File: src/rtl/boost_pkg.sv
package boost_pkg;
  typedef enum logic [1:0] {
    POS_REST = 2'd0,
    POS_WAIT = 2'd1,
    POS_RAMP = 2'd2
  } frame_pos_e;
endpackage

File: src/rtl/frame_divider.sv
module frame_divider
  import boost_pkg::*;
(
  input  logic       clk,
  input  logic       rst_n,
  input  logic       run,
  input  logic       tick,
  output frame_pos_e pos,
  output logic       win_o,
  output logic       close_o
);
  frame_pos_e pos_q;

  always_ff @(posedge clk or negedge rst_n) begin
    if (!rst_n) begin
      pos_q <= POS_REST;
    end else if (!run) begin
      pos_q <= POS_REST;
    end else if (tick) begin
      unique case (pos_q)
        POS_REST: pos_q <= POS_WAIT;
        POS_WAIT: pos_q <= POS_RAMP;
        default:  pos_q <= POS_REST;
      endcase
    end
  end

  assign pos     = pos_q;
  assign win_o   = (pos_q == POS_RAMP);
  assign close_o = run && tick && (pos_q == POS_RAMP);
endmodule

File: src/rtl/ramp_counter.sv
module ramp_counter #(
  parameter int CNT_W = 5
) (
  input  logic             clk,
  input  logic             rst_n,
  input  logic             run,
  input  logic             tick,
  input  logic             win,
  output logic [CNT_W-1:0] ramp
);
  localparam logic [CNT_W-1:0] TOP = {CNT_W{1'b1}};
  logic [CNT_W-1:0] ramp_q;

  always_ff @(posedge clk or negedge rst_n) begin
    if (!rst_n) begin
      ramp_q <= '0;
    end else if (!run || tick) begin
      ramp_q <= '0;
    end else if (win && ramp_q != TOP) begin
      ramp_q <= ramp_q + 1'b1;
    end
  end

  assign ramp = ramp_q;
endmodule

File: src/rtl/gate_latch.sv
module gate_latch #(
  parameter int CNT_W = 5
) (
  input  logic             clk,
  input  logic             rst_n,
  input  logic             run,
  input  logic             tick,
  input  logic             win,
  input  logic             close,
  input  logic [CNT_W-1:0] ramp,
  input  logic [CNT_W-1:0] err,
  output logic             q
);
  logic q_r;
  logic set_w;

  assign set_w = win && !tick && (ramp > err);

  always_ff @(posedge clk or negedge rst_n) begin
    if (!rst_n) begin
      q_r <= 1'b0;
    end else if (!run || close) begin
      q_r <= 1'b0;
    end else if (set_w) begin
      q_r <= 1'b1;
    end
  end

  assign q = q_r;
endmodule

File: src/rtl/boost_gate_ctrl.sv
module boost_gate_ctrl #(
  parameter int STEPS = 16,
  localparam int CNT_W = $clog2(STEPS + 1)
) (
  input  logic             clk,
  input  logic             rst_n,
  input  logic             main_tick,
  input  logic             enable,
  input  logic             no_boost,
  input  logic [CNT_W-1:0] err_code,
  output logic             gate
);
  import boost_pkg::*;

  logic             run;
  frame_pos_e       pos;
  logic             win;
  logic             close;
  logic [CNT_W-1:0] ramp;

  assign run = enable && !no_boost;

  frame_divider u_div (
    .clk     (clk),
    .rst_n   (rst_n),
    .run     (run),
    .tick    (main_tick),
    .pos     (pos),
    .win_o   (win),
    .close_o (close)
  );

  ramp_counter #(.CNT_W(CNT_W)) u_ramp (
    .clk   (clk),
    .rst_n (rst_n),
    .run   (run),
    .tick  (main_tick),
    .win   (win),
    .ramp  (ramp)
  );

  gate_latch #(.CNT_W(CNT_W)) u_latch (
    .clk   (clk),
    .rst_n (rst_n),
    .run   (run),
    .tick  (main_tick),
    .win   (win),
    .close (close),
    .ramp  (ramp),
    .err   (err_code),
    .q     (gate)
  );
endmodule

File: config.mk
export PLATFORM = sky130hd
export DESIGN_NAME = boost_gate_ctrl
export DESIGN_NICKNAME = d
export VERILOG_FILES = /design/src/rtl/boost_pkg.sv /design/src/rtl/frame_divider.sv /design/src/rtl/ramp_counter.sv /design/src/rtl/gate_latch.sv /design/src/rtl/boost_gate_ctrl.sv
export SDC_FILE = /design/constraint.sdc
export NUM_CORES = 1
export LEC_CHECK = 0
export BUFFER_PORTS_ARGS = -buffer_cell sky130_fd_sc_hd__buf_4
export CAP_MARGIN = 10
export CORE_AREA = 2 2 39 41
export CTS_CLUSTER_DIAMETER = 120
export DETAILED_ROUTE_END_ITERATION = 8
export DIE_AREA = 0 0 41 43
export PLACE_DENSITY = 0.62
export RECOVER_POWER = 100
export SLEW_MARGIN = 30
export SYNTH_ARGS = -nofsm -noshare
export SYNTH_HDL_FRONTEND = slang
export SYNTH_SLANG_ARGS = --single-unit
File: constraint.sdc
create_clock -name clk -period 4.8 [get_ports clk]
set_input_delay 0 -clock clk [delete_from_list [all_inputs] [get_ports clk]]
set_output_delay 0 -clock clk [all_outputs]
set_load 0.01 [all_outputs]
==> metrics <==
drt drc 0; starting density of the core 0.419; initial antenna violation count 0; Slew Viols, Final 0; Synth Flop Type dfrtp_1; Crit Path Class flop to flop; worst-path fanout max 5; Final min period 2000 ps; n_diodes 0; GP Congestion 0.808; fmax 500 MHz; syn_nets 78; fin area 667 µm²; Chip Height ~43 µm; CTS-repair resized insts 0; critical path capture point type flop; number of post-CTS setup repair buffers 0; ys async rst share 1.00; clk buf depth 2; Via density a little under 5; Synth area leader dfrtp_1; Slew HR 0.688; post-DP HPWL 842 µm; RSZ-0062 raised after global routing no; Syn Area/Cell between 9 and 10 µm²; final worst path period share 0.417; # clock sinks 8; gr ovfl total 0; clk slew on worst S/H paths 50 ps; clk_skew 1.41 ps; drt total wl 1010 µm; per-cell routed wire length 11.2 µm; Top Ports 11; Switching Share 0.208; power share of the sequential group 0.522; Final Power 0.132 mW; fraction of layout cells with a size suffix above 1 0.189; Yosys top cell area share 0.346; Multi-input gate area between 300 and 400 µm²; CTS Buf Count 3; fin worst setup slack 2800 ps; Setup TNS 0 ps; Netlist cell types 26; Hold Crit Class primary input to flop; Total GRT Usage 0.139; Comb pwr share 0.111; clock share of power 0.367; FF+latch area about 200 µm²; filler instances 148; EDFF count, synth 0; status finished, final reports clean; hold path depth 3; routed vias 438; largest net degree at the start of global routing 9; peak supply drop 0.107 mV; Net Sw Power 0.0275 mW; Row Count 14; CTS tree built; Area after DPL 663 µm²; core box area 0.00138 mm²; yosys warns 0; Final Core Density 0.482; pwr dens 198 mW/mm²; Lkg Pwr 0.336 nW; synth cell count leaders 8 x dfrtp_1, 8 x nand2_1, 7 x ha_1, 7 x inv_1, 6 x a21oi_1; CTS root buffer clkbuf_4; maxcap violations 0; Port-buffer cells 10; die footprint roughly 0.0018 mm²; reg2reg path depth 6; worst slew pin tran 457 ps; sequential area share after synthesis 0.346; CTS Hold Buffers Added 1; Synth area leaders dfrtp_1 35%, ha_1 15%, a21oi_1 5.2%, nand2_1 5.2%, a2111oi_4 4.8%; die span in x 41 µm; Mapped Area 579 µm²; final setup fails 0; Seq cells post-synth 8; CP Launch Type flop; Initial DRT Pass Iterations 4; Syn-to-layout area delta 15.1%; Pint between 0.1 and 0.15 mW; Final Hold Fails 0; vias in the first global route 438; remaining antenna violation count 0; global-route wire length before repair 1680 µm; worst path required time 4970 ps; htree depth 1; Worst-Skew Late Latency 240 ps; Worst EP arrival 2170 ps; Synth Instances 61; Layout Nets 93; Starting DRT DRC Count 1; DP Worst Slack 2840 ps
[critical path, cell delays in order (launching register included)]
cell,delay [ps]
dfrtp_1,400
ha_1,220
and3_1,180
ha_1,190
or3b_1,420
or3_1,360
a21oi_1,150
[final timing paths]
kind	from	to	slack, ps
worst min-delay path	enable	u_div.pos[1]	50
worst min register to register	u_ramp.ramp[0]	u_ramp.ramp[0]	570
worst max register to register	u_ramp.ramp[0]	u_ramp.ramp[3]	2800
max in group asynchronous	rst_n	u_ramp.ramp[4]	4310
min in group asynchronous	rst_n	u_ramp.ramp[2]	200
worst max-delay path	u_ramp.ramp[0]	u_ramp.ramp[3]	2800
[registers in the layout, indices dropped and copies added, names as in the netlist]
name and count:
u_ramp.ramp 5, u_latch.q 1, u_div.pos 2
[cells by family after synthesis]
kind of cell    synth area share
simple gates               0.240
compound gates             0.147
buf+inv                   0.0648
flops                      0.346
fa+ha+maj                  0.151
mux                       0.0367
xor+xnor                  0.0151
[power by group through the flow]
stage,clock network (mW),logic (mW),registers (mW)
detailed placement,0,0.0156,0.0704
global route,0.0549,0.0167,0.0690
finish,0.0485,0.0147,0.0690
CTS,0.0513,0.0163,0.0692
global placement,0,0.0154,0.0703
floorplan,0,0.00756,0.0701
[final cells by class]
| class | instances | area share |
|---|---|---|
| timing repair buffer | 11 | 0.116 |
| sequential | 8 | 0.300 |
| multi-input combinational | 45 | 0.480 |
| clock buffer | 3 | 0.0338 |
| tap | 16 | 0.0300 |
| inverter | 7 | 0.0394 |
[per-stage QoR]
stage,cells,hold WS [ps]
after floorplan,61,-296
after global placement,86,-176
after detailed placement,86,-177
after CTS,90,40.0
after global routing,90,50.5
final,90,47.8
[cell usage in the layout, fill, tap and decap left out, drive strengths merged, types with 2 or more instances in the layout]
cell type  count
dfrtp          8
inv            7
nand2          8
a21oi          6
clkbuf         5
buf            8
or3b           2
o21ai          2
nor2           5
ha             7
[metal layers]
metal | track usage | wire [µm]
met5 | 0 | 0
met4 | 0.0400 | 0
met3 | 0.0471 | 48
met2 | 0.216 | 474
met1 | 0.177 | 483
Note: power is estimated with default switching activity, not from simulation.
